`config.mk`:
```
export PLATFORM = sky130hd
export DESIGN_NAME = sdac_frame_rx
export DESIGN_NICKNAME = d
export VERILOG_FILES = /design/src/rtl/sdac_pkg.sv /design/src/rtl/sdac_sync.sv /design/src/rtl/sdac_edge.sv /design/src/rtl/sdac_frame_shift.sv /design/src/rtl/sdac_out_latch.sv /design/src/rtl/sdac_frame_rx.sv
export SDC_FILE = /design/constraint.sdc
export NUM_CORES = 1
export LEC_CHECK = 0
export ABC_AREA = 0
export BUFFER_PORTS_ARGS = -buffer_cell sky130_fd_sc_hd__buf_2
export CAP_MARGIN = 30
export CORE_MARGIN = 3
export CORE_UTILIZATION = 40
export CTS_CLUSTER_DIAMETER = 30
export CTS_CLUSTER_SIZE = 28
export DETAILED_ROUTE_END_ITERATION = 8
export PLACE_DENSITY = 0.64
export SLEW_MARGIN = 10
export SYNTH_ARGS = -nofsm -noshare
export SYNTH_HDL_FRONTEND = slang
export SYNTH_SLANG_ARGS = --single-unit
```
`constraint.sdc`:
```
create_clock -name clk -period 4.35 [get_ports clk]
set_clock_uncertainty 0.15 [all_clocks]
set_input_delay 0.87 -clock clk [delete_from_list [all_inputs] [get_ports clk]]
set_output_delay 0.87 -clock clk [all_outputs]
set_load 0.1 [all_outputs]
```
`src/rtl/sdac_pkg.sv`:
```
package sdac_pkg;
  localparam int WORD_BITS   = 16;
  localparam int CODE_BITS   = 10;
  localparam int CODE_LOW    = 2;
  localparam int SPEED_POS   = 14;
  localparam int PDOWN_POS   = 13;
  localparam int SYNC_DEPTH  = 2;

  typedef enum logic [1:0] {
    ST_IDLE  = 2'd0,
    ST_SHIFT = 2'd1,
    ST_FULL  = 2'd2
  } rx_state_e;
endpackage

```
`src/rtl/sdac_sync.sv`:
```
module sdac_sync #(
  parameter int WIDTH = 4,
  parameter int STAGES = 2,
  parameter logic [WIDTH-1:0] RST_VAL = '0
) (
  input  logic             clk,
  input  logic             rst,
  input  logic [WIDTH-1:0] d_async,
  output logic [WIDTH-1:0] q_sync
);
  // STAGES must be at least 2
  logic [STAGES-1:0][WIDTH-1:0] pipe;

  always_ff @(posedge clk) begin
    if (rst) pipe <= {STAGES{RST_VAL}};
    else     pipe <= {pipe[STAGES-2:0], d_async};
  end

  assign q_sync = pipe[STAGES-1];
endmodule

```
`src/rtl/sdac_edge.sv`:
```
module sdac_edge #(
  parameter int WIDTH = 2,
  parameter logic [WIDTH-1:0] RST_VAL = '0
) (
  input  logic             clk,
  input  logic             rst,
  input  logic [WIDTH-1:0] lvl,
  output logic [WIDTH-1:0] rise,
  output logic [WIDTH-1:0] fall
);
  logic [WIDTH-1:0] prev;

  always_ff @(posedge clk) begin
    if (rst) prev <= RST_VAL;
    else     prev <= lvl;
  end

  for (genvar g = 0; g < WIDTH; g++) begin : g_lane
    assign rise[g] =  lvl[g] & ~prev[g];
    assign fall[g] = ~lvl[g] &  prev[g];
  end
endmodule

```
`src/rtl/sdac_frame_shift.sv`:
```
module sdac_frame_shift
  import sdac_pkg::*;
#(
  parameter int FRAME_W = WORD_BITS,
  localparam int CNT_W  = $clog2(FRAME_W + 1)
) (
  input  logic               clk,
  input  logic               rst,
  input  logic               cs_n_s,
  input  logic               din_s,
  input  logic               fs_fall,
  input  logic               fs_rise,
  input  logic               sclk_fall,
  input  logic               sclk_rise,
  output logic               commit,
  output logic [FRAME_W-1:0] commit_word
);
  rx_state_e          state;
  logic [CNT_W-1:0]   cnt;
  logic [FRAME_W-1:0] sreg;
  logic [CNT_W-1:0]   pad;

  assign pad = CNT_W'(FRAME_W) - cnt;

  always_comb begin
    commit      = 1'b0;
    commit_word = sreg;
    if (!cs_n_s) begin
      unique case (state)
        ST_SHIFT: if (fs_rise && cnt != '0) begin
          commit      = 1'b1;
          commit_word = sreg << pad;
        end
        ST_FULL: if (sclk_rise || fs_rise) commit = 1'b1;
        default: ;
      endcase
    end
  end

  always_ff @(posedge clk) begin
    if (rst) begin
      state <= ST_IDLE;
      cnt   <= '0;
      sreg  <= '0;
    end else if (cs_n_s) begin
      state <= ST_IDLE;
    end else begin
      unique case (state)
        ST_IDLE: if (fs_fall) begin
          state <= ST_SHIFT;
          cnt   <= '0;
          sreg  <= '0;
        end
        ST_SHIFT: begin
          if (fs_rise) begin
            state <= ST_IDLE;
          end else if (sclk_fall) begin
            sreg <= {sreg[FRAME_W-2:0], din_s};
            cnt  <= cnt + CNT_W'(1);
            if (cnt == CNT_W'(FRAME_W - 1)) state <= ST_FULL;
          end
        end
        ST_FULL: if (sclk_rise || fs_rise) state <= ST_IDLE;
        default: state <= ST_IDLE;
      endcase
    end
  end

  // the wait-for-rise state is only reached with a full word shifted in
  a_r3_full_count: assert property (@(posedge clk) disable iff (rst)
    state == ST_FULL |-> cnt == CNT_W'(FRAME_W));
  // the bit counter never passes the word length
  a_r2_count_bound: assert property (@(posedge clk) disable iff (rst)
    cnt <= CNT_W'(FRAME_W));
  // chip select high always returns the sequencer to idle
  a_r6_cs_idle: assert property (@(posedge clk) disable iff (rst)
    cs_n_s |=> state == ST_IDLE);
  // no load is raised while chip select is high
  a_r5_no_commit_cs_high: assert property (@(posedge clk) disable iff (rst)
    cs_n_s |-> !commit);
endmodule

```
`src/rtl/sdac_out_latch.sv`:
```
module sdac_out_latch
  import sdac_pkg::*;
#(
  parameter int FRAME_W  = WORD_BITS,
  parameter int CODE_W   = CODE_BITS,
  parameter int CODE_LSB = CODE_LOW,
  parameter int FAST_BIT = SPEED_POS,
  parameter int PD_BIT   = PDOWN_POS
) (
  input  logic               clk,
  input  logic               rst,
  input  logic               commit,
  input  logic [FRAME_W-1:0] word,
  output logic [CODE_W-1:0]  dac_code,
  output logic               fast_mode,
  output logic               pwr_down,
  output logic               amps_off,
  output logic               update_strobe
);
  logic [CODE_W-1:0] code_field;
  logic              unused_word_bits;

  assign code_field       = word[CODE_LSB +: CODE_W];
  assign unused_word_bits = ^word;

  always_ff @(posedge clk) begin
    if (rst) begin
      dac_code      <= '0;
      fast_mode     <= 1'b0;
      pwr_down      <= 1'b0;
      amps_off      <= 1'b0;
      update_strobe <= 1'b0;
    end else begin
      update_strobe <= commit;
      if (commit) begin
        dac_code  <= code_field;
        fast_mode <= word[FAST_BIT];
        pwr_down  <= word[PD_BIT];
        amps_off  <= word[PD_BIT];
      end
    end
  end

  // reset leaves every output at zero
  a_r1_reset_clear: assert property (@(posedge clk)
    rst |=> (dac_code == '0 && !fast_mode && !pwr_down && !amps_off && !update_strobe));
  // the strobe never lasts two cycles
  a_r8_single_pulse: assert property (@(posedge clk) disable iff (rst)
    update_strobe |=> !update_strobe);
  // outputs move only together with the strobe
  a_r8_hold_between: assert property (@(posedge clk) disable iff (rst)
    !update_strobe |-> ($stable(dac_code) && $stable(fast_mode) && $stable(pwr_down) && $stable(amps_off)));
  // amplifier status tracks the power-down flag
  a_r9_amp_status: assert property (@(posedge clk) disable iff (rst)
    amps_off == pwr_down);
endmodule

```
`src/rtl/sdac_frame_rx.sv`:
```
module sdac_frame_rx
  import sdac_pkg::*;
#(
  parameter int FRAME_W     = WORD_BITS,
  parameter int CODE_W      = CODE_BITS,
  parameter int CODE_LSB    = CODE_LOW,
  parameter int FAST_BIT    = SPEED_POS,
  parameter int PD_BIT      = PDOWN_POS,
  parameter int SYNC_STAGES = SYNC_DEPTH
) (
  input  logic              clk,
  input  logic              rst,
  input  logic              cs_n,
  input  logic              fsync,
  input  logic              sclk,
  input  logic              sdin,
  output logic [CODE_W-1:0] dac_code,
  output logic              fast_mode,
  output logic              pwr_down,
  output logic              amps_off,
  output logic              update_strobe
);
  localparam int PIN_W = 4;
  // lane order: {cs_n, fsync, sclk, sdin}; idle levels cs_n=1, fsync=1
  localparam logic [PIN_W-1:0] PIN_IDLE = 4'b1100;

  logic [PIN_W-1:0]   pins_s;
  logic [1:0]         ed_rise, ed_fall;
  logic               commit;
  logic [FRAME_W-1:0] commit_word;

  sdac_sync #(.WIDTH(PIN_W), .STAGES(SYNC_STAGES), .RST_VAL(PIN_IDLE)) u_sync (
    .clk(clk), .rst(rst),
    .d_async({cs_n, fsync, sclk, sdin}),
    .q_sync(pins_s)
  );

  // edge lanes: [1] = frame-sync, [0] = serial clock
  sdac_edge #(.WIDTH(2), .RST_VAL(2'b10)) u_edge (
    .clk(clk), .rst(rst),
    .lvl(pins_s[2:1]),
    .rise(ed_rise),
    .fall(ed_fall)
  );

  sdac_frame_shift #(.FRAME_W(FRAME_W)) u_shift (
    .clk(clk), .rst(rst),
    .cs_n_s(pins_s[3]),
    .din_s(pins_s[0]),
    .fs_fall(ed_fall[1]),
    .fs_rise(ed_rise[1]),
    .sclk_fall(ed_fall[0]),
    .sclk_rise(ed_rise[0]),
    .commit(commit),
    .commit_word(commit_word)
  );

  sdac_out_latch #(
    .FRAME_W(FRAME_W), .CODE_W(CODE_W), .CODE_LSB(CODE_LSB),
    .FAST_BIT(FAST_BIT), .PD_BIT(PD_BIT)
  ) u_latch (
    .clk(clk), .rst(rst),
    .commit(commit),
    .word(commit_word),
    .dac_code(dac_code),
    .fast_mode(fast_mode),
    .pwr_down(pwr_down),
    .amps_off(amps_off),
    .update_strobe(update_strobe)
  );
endmodule

```
==> run summary <==
I/O pin count: 20
Max Cap Viol: 0
share of cells above drive strength 1: 18.46%
Die W: 86.43 um
Syn Inst Count: 293
number of flops mapped to enable cells by yosys: 0
vias: 2,079
clock sink count: 45
#FFs+latches synth: 45
# fillers: 619
minimum clock period: 3.144 ns
Area growth, synth to finish: 6.625%
Core ar.: 6096 um2
Num CTS Buffers: 5
DR pass1 iterations: 4
die height: 86.43 um
crit path DAT: 3.16 ns
Avg Synthesized Cell Area: 8.831 um2
worst-case vdd ir drop: 0.1928 mV
Die Area: 7470 um2
clk_lat worst skew: 0.29 ns
RSZ-0062 raised after global routing: false
# setup viols final: 0
first-pass GRT wire length: 9825 um
Layout Nets: 311
drt first-iter violations: 96
mapped cell area: 2587 um2
fin. max-slew vios: 0
Hold Vio Cnt, Final: 0
TritonCTS clock tree: yes
Crit Path Max Fanout: 20
Cell Rows: 28
GPL Wtd Cong: 0.8801
critical path's slowest cell: nand4bb_1
Slew @ Worst Pin: 0.8176 ns
Tot GR Track Use: 16.38%
total chip power: 0.6947 mW
yosys warns: 0
Mapped Nets: 306
worst min path class: flop to flop
setup TNS: 0 ns
clk buf depth: 2
status: finished clean
post-route ant nets: 0
Placed Cells: 365
dpl hpwl: 4088 um
Seq/Total Area, Yosys: 34.82%
fraction of registers with async set or reset after synthesis: 0%
H-tree depth: 2
# diodes: 0
IO Port Bufs: 19
PD cells: 251.8 nW/um2
Worst Path Required: 4.36 ns
CP max stage delay: 0.50 ns
hold-fix buffers at CTS: 0
Main synth FF type: dfxtp_1
Cell Count, Final, Fillers Out: 373
Netlist cell types: 50
pin count of the biggest net entering global routing: 45
Remaining Overflow, GRT: 0
Peak Freq: 318.1 MHz
cts repair resizes: 0
Min Hold Slack: 0.2614 ns
post-layout util: 45.26%
Starting Density: 42.45%
crit share post-route: 72.27%
P_leak: 0.9322 nW
DRC violations left: 0
Critical Path Start Type: flop
vias in the first global route: 1,914
post-DR vias/cell: 5.574
Post-Route WL: 5720 um
root buffer cell: clkbuf_8
crit-path cells: buf_4, inv_1, ha_1, nor3b_1, ha_1, nand4bb_1, nand2_1, nand2_1, a2111oi_2, nor3_2
Worst-path clk slew: 0.08 ns
routed length per placed instance: 15.34 um
CP endpoint kind: flop
setup bufs post-CTS: 0
headroom to the max-slew limit: 45.50%
initial antenna violation count: 0
Setup CP Type: flop to flop
through the flow:
| stage | area, um2 | worst slack, ns |
|---|---|---|
| floorplan | 2587 | 1.748 |
| global placement | 2658 | 1.264 |
| detailed placement | 2658 | 1.196 |
| CTS | 2744 | 1.175 |
| global route | 2759 | 0.8872 |
| finish | 2759 | 1.206 |
power breakdown:
part           internal [mW]  total, mW  switching [mW]
sequential             0.415      0.418         0.00269
clock                  0.126      0.259           0.133
combinational        0.00654     0.0178          0.0113
total                  0.548      0.695           0.147
critical path, delay by kind of cell, from the launching register on:
kind                       cells  cell delay, ns
buffers and inverters          2            0.43
adders and majority gates      2            0.52
DFF                            1            0.31
AOI/OAI and AO/OA              1            0.43
and+or+nand+nor                5            1.16
routing by layer:
layer	GRT usage [%]	up-vias	wire (um)	part of all wire, %
met5	0	-	0	0
met4	6.232	0	125	2.2
met3	2.947	10	287	5.0
met2	24.06	62	2386	42
met1	23.78	950	2921	51
li1	-	1057	-	-
registers in the layout (all words and copies together), names as in the netlist:
name                   flops
u_latch.dac_code          10
u_shift.sreg              15
u_sync.q_sync              4
u_latch.update_strobe      1
u_latch.pwr_down           1
u_shift.state              2
u_latch.fast_mode          1
u_shift.cnt                5
u_edge.prev                2
u_sync.pipe                4
area by class of cell:
cell class / instances / area, um2 / share of cell area (%)
Clock buffer: 7 / 86.33 / 3.129
Sequential cell: 45 / 900.9 / 32.65
Timing Repair Buffer: 21 / 117.6 / 4.263
Inverter: 10 / 37.54 / 1.361
Multi-Input combinational cell: 215 / 1523 / 55.19
Tap cell: 75 / 93.84 / 3.401
cell usage in the layout (no fill, tap or decap), drive strengths merged, types with 2 or more instances in the layout:
cell     instances
o2111ai          2
mux4             8
or2              9
ha               7
nand2b           4
and2             2
nand2           31
mux2i           11
a2111oi          4
o31ai            2
nor2b            9
a211oi          10
a32oi            2
or3              3
a221oi           3
a21oi           25
and3             2
nand3           23
nor4             2
clkbuf           7
dfxtp           45
nor2            20
nor3            12
xnor2            2
o21ai            8
buf             21
inv             10
Yosys cell counts (9+ instances only):
cell | count | area [um2]
nand2_1 | 31 | 116.4
inv_1 | 10 | 37.54
a21oi_1 | 24 | 120.1
a211oi_1 | 10 | 75.07
nor2b_1 | 9 | 56.30
nor3_1 | 9 | 45.04
mux2i_1 | 11 | 110.1
nand3_1 | 23 | 115.1
nor2_1 | 20 | 75.07
dfxtp_1 | 45 | 900.9
clkbuf_1 | 9 | 33.78
path summary, 6_finish.rpt:
check | startpoint | endpoint | slack (ns) | depth (start not counted)
worst max-delay path | u_shift.cnt[0]$_SDFFE_PP0P_ | u_latch.dac_code[7]$_SDFFE_PP0P_ | 1.21 | 10
worst max register to register | u_shift.cnt[0]$_SDFFE_PP0P_ | u_latch.dac_code[7]$_SDFFE_PP0P_ | 1.21 | 10
worst min register to register | u_sync.pipe[3]$_SDFF_PP1_ | u_sync.q_sync[3]$_SDFF_PP1_ | 0.26 | 1
worst min-delay path | u_sync.pipe[3]$_SDFF_PP1_ | u_sync.q_sync[3]$_SDFF_PP1_ | 0.26 | 1
cells by family (layout without fill, tap and decap cells):
family	after synthesis	in the layout	share of synthesized area, %
compound gates	65	65	17.80
buf+inv	33	38	6.335
fa+ha+maj	7	7	3.385
xor+xnor	3	3	1.596
simple gates	120	120	24.42
mux	20	20	11.65
flops	45	45	34.82
No activity file was read; power rests on OpenSTA's default activity.
